### config.mk
export PLATFORM = sky130hd
export DESIGN_NAME = vec_bitins_unit
export DESIGN_NICKNAME = d
export VERILOG_FILES = /design/src/rtl/vec_bitins_pkg.sv /design/src/rtl/vec_bitins_mask.sv /design/src/rtl/vec_bitins_stage.sv /design/src/rtl/vec_bitins_unit.sv
export SDC_FILE = /design/constraint.sdc
export NUM_CORES = 1
export LEC_CHECK = 0
export CORE_MARGIN = 3
export CORE_UTILIZATION = 40
export DETAILED_ROUTE_END_ITERATION = 8
export PLACE_DENSITY = 0.74
export SLEW_MARGIN = 40
export SYNTH_ARGS = -nofsm -noshare
export SYNTH_HDL_FRONTEND = slang
export SYNTH_SLANG_ARGS = --single-unit
export TNS_END_PERCENT = 5
### constraint.sdc
create_clock -name clk -period 9.7 [get_ports clk]
set_clock_uncertainty 0.05 [all_clocks]
set_input_delay 2.425 -clock clk [delete_from_list [all_inputs] [get_ports clk]]
set_output_delay 2.425 -clock clk [all_outputs]
set_load 0.01 [all_outputs]
### src/rtl/vec_bitins_pkg.sv
package vec_bitins_pkg;
  localparam int VEC_W     = 128;
  localparam int IMM_W     = 6;   // wide enough for 64-bit elements
  localparam int SIZE_W    = 2;
  localparam int NUM_SIZES = 1 << SIZE_W;
  localparam int MIN_ELEM  = 8;

  typedef enum logic [SIZE_W-1:0] {
    SZ_BYTE = 2'd0,
    SZ_HALF = 2'd1,
    SZ_WORD = 2'd2,
    SZ_DBL  = 2'd3
  } elem_size_e;
endpackage

### src/rtl/vec_bitins_mask.sv
module vec_bitins_mask
  import vec_bitins_pkg::*;
#(
  parameter int VW = VEC_W,
  parameter int IW = IMM_W
) (
  input  logic [SIZE_W-1:0] size,
  input  logic              left,
  input  logic [IW-1:0]     imm,
  output logic [VW-1:0]     mask
);
  logic [VW-1:0] per_size [NUM_SIZES];

  for (genvar s = 0; s < NUM_SIZES; s++) begin : g_size
    localparam int W = MIN_ELEM << s;
    logic [IW-1:0] k;
    // bit index inside the element that is the last one taken from the source
    assign k = imm & IW'(W - 1);
    for (genvar j = 0; j < VW; j++) begin : g_bit
      localparam int IDX = j % W;
      // a bit belongs to the run if it lies within k of the anchor edge;
      // the comparison never reaches across an element boundary
      assign per_size[s][j] = left ? ((IDX + int'(k)) >= (W - 1))
                                   : (int'(k) >= IDX);
    end
  end

  assign mask = per_size[size];
endmodule

### src/rtl/vec_bitins_stage.sv
module vec_bitins_stage #(
  parameter int DW = 128
) (
  input  logic          clk,
  input  logic          rst,
  input  logic          in_valid,
  output logic          in_ready,
  input  logic [DW-1:0] in_data,
  output logic          out_valid,
  input  logic          out_ready,
  output logic [DW-1:0] out_data
);
  logic take;

  assign in_ready = !out_valid || out_ready;
  assign take     = in_valid && in_ready;

  always_ff @(posedge clk) begin
    if (rst) begin
      out_valid <= 1'b0;
      out_data  <= '0;
    end else begin
      if (take) begin
        out_valid <= 1'b1;
        out_data  <= in_data;
      end else if (out_ready) begin
        out_valid <= 1'b0;
      end
    end
  end

  p_accept_gives_valid_r6: assert property (@(posedge clk) disable iff (rst)
    (in_valid && in_ready) |=> (out_valid && out_data == $past(in_data)));

  p_stall_holds_r7: assert property (@(posedge clk) disable iff (rst)
    (out_valid && !out_ready) |=> (out_valid && $stable(out_data)));

  p_drain_drops_r9: assert property (@(posedge clk) disable iff (rst)
    (out_valid && out_ready && !in_valid) |=> !out_valid);

  p_reset_clear_r8: assert property (@(posedge clk)
    rst |=> (!out_valid && out_data == '0));
endmodule

### src/rtl/vec_bitins_unit.sv
module vec_bitins_unit
  import vec_bitins_pkg::*;
#(
  parameter int VW = VEC_W,
  parameter int IW = IMM_W
) (
  input  logic              clk,
  input  logic              rst,
  input  logic              in_valid,
  output logic              in_ready,
  input  logic [VW-1:0]     in_src,
  input  logic [VW-1:0]     in_dst,
  input  logic [SIZE_W-1:0] in_size,
  input  logic              in_left,
  input  logic [IW-1:0]     in_imm,
  output logic              out_valid,
  input  logic              out_ready,
  output logic [VW-1:0]     out_data
);
  logic [VW-1:0] mask;
  logic [VW-1:0] merged;

  vec_bitins_mask #(.VW(VW), .IW(IW)) u_mask (
    .size (in_size),
    .left (in_left),
    .imm  (in_imm),
    .mask (mask)
  );

  assign merged = (in_src & mask) | (in_dst & ~mask);

  vec_bitins_stage #(.DW(VW)) u_stage (
    .clk       (clk),
    .rst       (rst),
    .in_valid  (in_valid),
    .in_ready  (in_ready),
    .in_data   (merged),
    .out_valid (out_valid),
    .out_ready (out_ready),
    .out_data  (out_data)
  );

  // the run is never empty; in right mode bit 0 of every 64-bit lane is taken
  p_run_nonempty_r1: assert property (@(posedge clk) disable iff (rst)
    (!in_left && in_size == SZ_DBL) |-> (mask[0] && mask[64]));

  // identical source and destination always give back the source
  p_same_operands_r4: assert property (@(posedge clk) disable iff (rst)
    (in_valid && in_ready && in_src == in_dst) |=> (out_data == $past(in_src)));
endmodule

==> impl_results.md, run 1 <==
* Routed Antenna Nets at 0
* Overall Global Routing Usage at 0.385
* Initial antenna violation count at 0
* Peak Freq at roughly 160 MHz
* Crit path required time at between 7 and 8 ns
* Synth cell types at just under 100
* Area occupied by multi-input gates at 7680 um2
* Initial drt markers at ~2300
* Largest family of logic cells by synthesized area: compound AO/OA/AOI/OAI gates
* Post-synthesis sequential area ratio at 0.236
* Synth warn at 0
* Worst reg-to-reg path cell count at 6
* Largest net degree at the start of global routing at around 130
* Worst Tran Pin Value at ~0.96 ns
* Worst-skew pair later-pin latency at about 0.42 ns
* Final GP Congestion at between 1 and 1.5
* Tcrit/Tclk final at 0.633
* Critical path type: input port to output port
* Largest area contributor in the netlist: dfxtp_1
* Worst setup EP type: output port
* Starting density of the core at 0.414
* Via density at 6.59
* Hold Crit Class: register to register
* Post-CTS Resized at 0
* Residual DRC at 0
* Post-synthesis area per instance at roughly 7.6 um2
* Post-Synth Simple-Gate Area at 0.206
* Critical path, cell by cell: clkdlybuf4s50_1, nand2b_1, clkdlybuf4s50_1
* WL/cell at 28.9 um
* Clock buffer depth at 2
* Gr ovfl total at 0
* Num rows at 59
* Max cap viols at 0
* CTS tree: built
* Power Density at between 100 and 150 nW/um2
* Reg2reg start: u_stage.out_valid
* Setup violators final at 0
* Reg area at roughly 2600 um2
* Compound-Gate Fraction of Synth Area at 0.347
* Min Tclk post-route at about 6 ns
* Vias in the first global route at 12900
* Die X at approximately 170 um
* Top Ports at between 300 and 400
* VDD IR max at between 90 and 100 uV
* FFs w/ async S/R, synth at 0
* Most frequent cells in the layout: 388 x clkdlybuf4s50_1, 194 x nor2_1, 135 x a211oi_1
* Fraction of layout cells with a size suffix above 1 at 0.0663
* Final Non-Filler Cells at between 2000 and 2500
* Nets at approximately 2000
* Antenna cells at 0
* Core area at roughly 27000 um2
* Placed insts at just over 2000
* Root buffer cell: clkbuf_16
* RSZ-0062 raised after global routing: no
* CP dominant cell by count: clkdlybuf4s50_1
* Final hold violations at 0
* Post-synthesis net count at around 1700
* Status: finished clean
* Synth area leaders: dfxtp_1 24%, mux2i_1 11%, a211oi_1 9.3%
* Worst r2r dst: u_stage.out_data[90]
* Die ar. at just under 30000 um2
* Synth Area in Adders at 0.0215
* Post-route cell area at between 15000 and 20000 um2
* R2r setup slk at 7.60 ns
* Die Span Y at between 150 and 200 um
* Htree depth at 4
* Syn-to-layout area delta at 41.3%
* Setup crit end: in_ready
* Yosys top cell area share at 0.236
* Slowest CP cell: clkdlybuf4s50_1
* Post-DP HPWL at 44400 um
* Post-CTS Hold Fix Bufs at 0
* Post-Syn Instances at ~1400
* #FFs+latches synth at 129
* Fill cells at around 2400
* Leak pwr at just under 6 nW
* CP max stage delay at approximately 0.56 ns
* First-pass GRT wire length at around 85000 um
* Setup crit start: out_ready
* TNS Setup at 0 ns
* Clk sink count at around 130
* Mapped Area at ~11000 um2
* Post-synth EDFFs at 0
* Mux contribution to synthesized area at 0.112
* DR vias at approximately 14000
* Port buffer count at around 400
* Post-CTS Setup Bufs at 0
* Reg clk slew, reported paths at around 0.07 ns
* Top fanout value on the critical path at 4
* Placement Setup Slack at around 3.5 ns
* DR pass1 iterations at 6
* Count of pins over their slew limit at 0
* Commonest non-fill, non-tap cell in the layout: clkdlybuf4s50_1
* Placed Area at roughly 15000 um2
* Startpoint Class: input port
* TritonCTS Buffers at 17
* WP data arrival at 3.66 ns
* DRT Wirelength at 60300 um
* XOR/XNOR Fraction of Synth Area at 0.0111
* Synth Flop Type: dfxtp_1
* Max-slew headroom at 0.354
* Post-route setup slack at approximately 3.6 ns
-- per-layer routing --
layer / GRT usage / wire [um] / vias up
met4: 0.213 / 3930 / 0
met5: 0 / 0 / -
met3: 0.140 / 8340 / 234
li1: - / - / 6043
met1: 0.471 / 22000 / 6313
met2: 0.587 / 26100 / 1153
-- worst min path at each step --
stage,slack (ns),cells after the start,startpoint,end
floorplan,0.43,2,u_stage.out_data[4],u_stage.out_data[4]
global placement,0.39,2,u_stage.out_data[68],u_stage.out_data[68]
detailed placement,0.40,2,u_stage.out_data[68],u_stage.out_data[68]
CTS,0.42,2,u_stage.out_data[68],u_stage.out_data[68]
global route,0.43,2,u_stage.out_data[68],u_stage.out_data[68]
finish,0.41,2,u_stage.out_data[68],u_stage.out_data[68]
-- area by class of cell --
cell class,instances,area share
clock buffer,18,0.0283
clock inverter,14,0.0107
inverter,18,0.00436
multi-input combinational,1151,0.496
sequential,129,0.167
tap,335,0.0271
timing repair buffer,420,0.267
-- cell families (layout without fill, tap and decap cells) --
logic type / Yosys count / in the layout
AO/OA/AOI/OAI: 531 / 531
XOR/XNOR: 13 / 13
adder cells (fa/ha/maj): 19 / 19
buffers and inverters: 168 / 470
flip-flops: 129 / 129
multiplexers: 123 / 123
AND/OR/NAND/NOR: 465 / 465
-- state kept, by name, indices dropped and copies added, names as in the netlist --
register / cells
u_stage.out_data: 128
u_stage.out_valid: 1
-- metrics by stage --
stage | util | total power, mW | hold slack, ns
6_report | 0.585 | 2.03 | 0.410
5_1_grt | 0.585 | 2.10 | 0.431
4_1_cts | 0.584 | 2.02 | 0.417
3_5_place_dp | 0.561 | 1.34 | 0.400
3_3_place_gp | 0.560 | 1.33 | 0.390
2_1_floorplan | - | 0.983 | 0.430
-- cell usage after synthesis, types with 9 or more instances --
library cell and count:
nor2_1 195, nor3b_1 12, nand3_1 37, buf_2 38, nand2b_1 21, ha_1 18, a221oi_1 12, o21ai_0 68
a31oi_1 18, a311oi_1 12, inv_1 16, mux2i_1 123, dfxtp_1 129, a21oi_1 97, a21o_1 14, o221ai_1 9
o31ai_1 14, a211oi_1 136, or3_1 11, a211o_1 12, xnor2_1 9, nor3_1 32, nor2b_1 19, o211ai_1 15
clkbuf_1 99, a211oi_2 10, o21ai_1 15, nand2_1 78
-- report_power, final --
group	total [mW]	switching, mW	internal (mW)	leakage (nW)
clock	0.679	0.283	0.395	0.289
combinational	0.749	0.419	0.330	4.44
sequential	0.605	0.0274	0.577	1.07
total	2.03	0.729	1.30	5.80
-- critical path: cells and delay by family --
family	cells	cell delay, ns
buffers and inverters	2	1.05
AND/OR/NAND/NOR	1	0.18
No activity file was read; power rests on OpenSTA's default activity.
==> inputs of run 2 (changes only) <==
Settings changed: PLACE_DENSITY 0.74 to 0.77.
Clock period 9.7 ns to 5.5 ns, I/O delays scaled along.
==> impl_results.md, run 2 (synthesized netlist as in run 1, its figures left out) <==
* Port buffer count at between 300 and 400
* Final hold violations at 0
* Top flop regs: u_stage.out_data x128, u_stage.out_valid x1
* Final GP Congestion at 1.09
* Tcrit/Tclk final at 0.823
* Fraction of layout cells with a size suffix above 1 at 0.0926
* Htree depth at 4
* Num rows at around 60
* Critical path type: input port to register
* Clock buffer depth at 2
* CP dominant cell by count: o21ai_0
* Via density at between 6 and 7
* Worst setup EP type: register
* Fill cells at 2409
* Number of flip-flops in the largest register at about 130
* Slowest CP cell: ha_1
* Largest net degree at the start of global routing at 115
* Critical path, cell by cell: buf_2, inv_1, ha_1, o21ai_0, o21ai_0, nand3_1, a21oi_1, mux2i_1, a211oi_1
* VDD IR max at about 170 uV
* Placed insts at 2106
* Leak pwr at 6.07 nW
* Max-slew headroom at 0.443
* CP max stage delay at ~0.78 ns
* Hold Crit Class: register to register
* PnR Total Power at ~3.6 mW
* Routed Antenna Nets at 0
* GR Layer Usage met2 at 0.644
* Initial drt markers at approximately 1700
* First-pass GRT wire length at about 91000 um
* Most frequent cells in the layout: 388 x clkdlybuf4s50_1, 194 x nor2_1, 136 x a211oi_1
* Clk sink count at around 130
* Worst Tran Pin Value at 0.836 ns
* Crit path required time at approximately 5.8 ns
* WP data arrival at roughly 4.8 ns
* Overall Global Routing Usage at 0.416
* Post-CTS Hold Fix Bufs at 0
* CTS tree: built
* Syn-to-layout area delta at 44.9%
* WL/cell at 30.2 um
* Peak Freq at around 220 MHz
* Die Span Y at around 170 um
* Core area at about 27000 um2
* DRT Wirelength at 64700 um
* Met3 Use GR at 0.121
* Status: finished clean
* Placement Setup Slack at approximately 0.71 ns
* Gr ovfl total at 0
* Fin util at 0.599
* Setup violators final at 0
* Critical path buffer and inverter count at 2
* Most flops, register: u_stage.out_data
* Power Density at 229 nW/um2
* Vias in the first global route at 13500
* TritonCTS Buffers at 17
* Top Ports at between 300 and 400
* Min Tclk post-route at ~4.5 ns
* DR vias at approximately 14000
* Met1 layer usage reported by global route at 0.502
* Reg clk slew, reported paths at about 0.070 ns
* RSZ-0062 raised after global routing: no
* Final Non-Filler Cells at 2142
* Initial antenna violation count at 4
* Worst-skew pair later-pin latency at 0.41 ns
* DR pass1 iterations at 6
* Residual DRC at 0
* Root buffer cell: clkbuf_16
* GRT Max-Usage Layer: met2
* Delay-heaviest family, CP: compound AO/OA/AOI/OAI gates
* Nets at just over 2000
* Max cap viols at 0
* TNS Setup at 0 ns
* Count of pins over their slew limit at 0
* Post-DP HPWL at 49600 um
* Top fanout value on the critical path at 22
* Post-CTS Setup Bufs at 0
* Die ar. at between 20000 and 30000 um2
* Post-route setup slack at between 0.9 and 1 ns
* Post-CTS Resized at 0
* Die X at ~170 um
* Commonest non-fill, non-tap cell in the layout: clkdlybuf4s50_1
* Startpoint Class: input port
* Starting density of the core at 0.414
[run 2: stage by stage]
stage | instance area (um2) | hold WS, ns
6_report | 15900 | 0.407
5_1_grt | 15900 | 0.431
4_1_cts | 15900 | 0.412
3_5_place_dp | 15300 | 0.398
3_3_place_gp | 15300 | 0.383
2_1_floorplan | 11000 | 0.430
[run 2: worst paths after layout]
kind	cells past startpoint	start	end	slack [ns]
max	9	in_imm[3]	u_stage.out_data[101]	0.98
min	2	u_stage.out_data[4]	u_stage.out_data[4]	0.41
max reg2reg	5	u_stage.out_valid	u_stage.out_data[18]	3.34
min reg2reg	2	u_stage.out_data[4]	u_stage.out_data[4]	0.41
[run 2: per-layer routing]
metal	routed length [um]	vias to the layer above	share of wire
met3	7920	271	0.12
met4	4880	0	0.075
met5	0	-	0
met2	28300	1161	0.44
li1	-	6174	-
met1	23600	6564	0.36
[run 2: layout make-up]
class	count	area, um2	share of cell area
Antenna cell	4	10.0	0.000630
Clock buffer	17	425	0.0268
Clock inverter	15	163	0.0102
Inverter	18	67.6	0.00425
Multi-Input combinational cell	1151	7670	0.483
Sequential cell	129	2580	0.163
Tap cell	335	419	0.0264
Timing Repair Buffer	473	4550	0.286
[run 2: worst register-to-register path, delay by kind of cell, from the launching register on]
family,cells,cell delay (ns)
AO/OA/AOI/OAI,1,0.34
buffers and inverters,1,0.40
flip-flops,1,0.33
AND/OR/NAND/NOR,3,0.91
[run 2: power by group]
part / internal, mW / switching (mW) / total [mW]
Combinational: 0.617 / 0.764 / 1.38
Sequential: 1.02 / 0.0543 / 1.07
Clock: 0.648 / 0.537 / 1.18
Total: 2.28 / 1.35 / 3.64
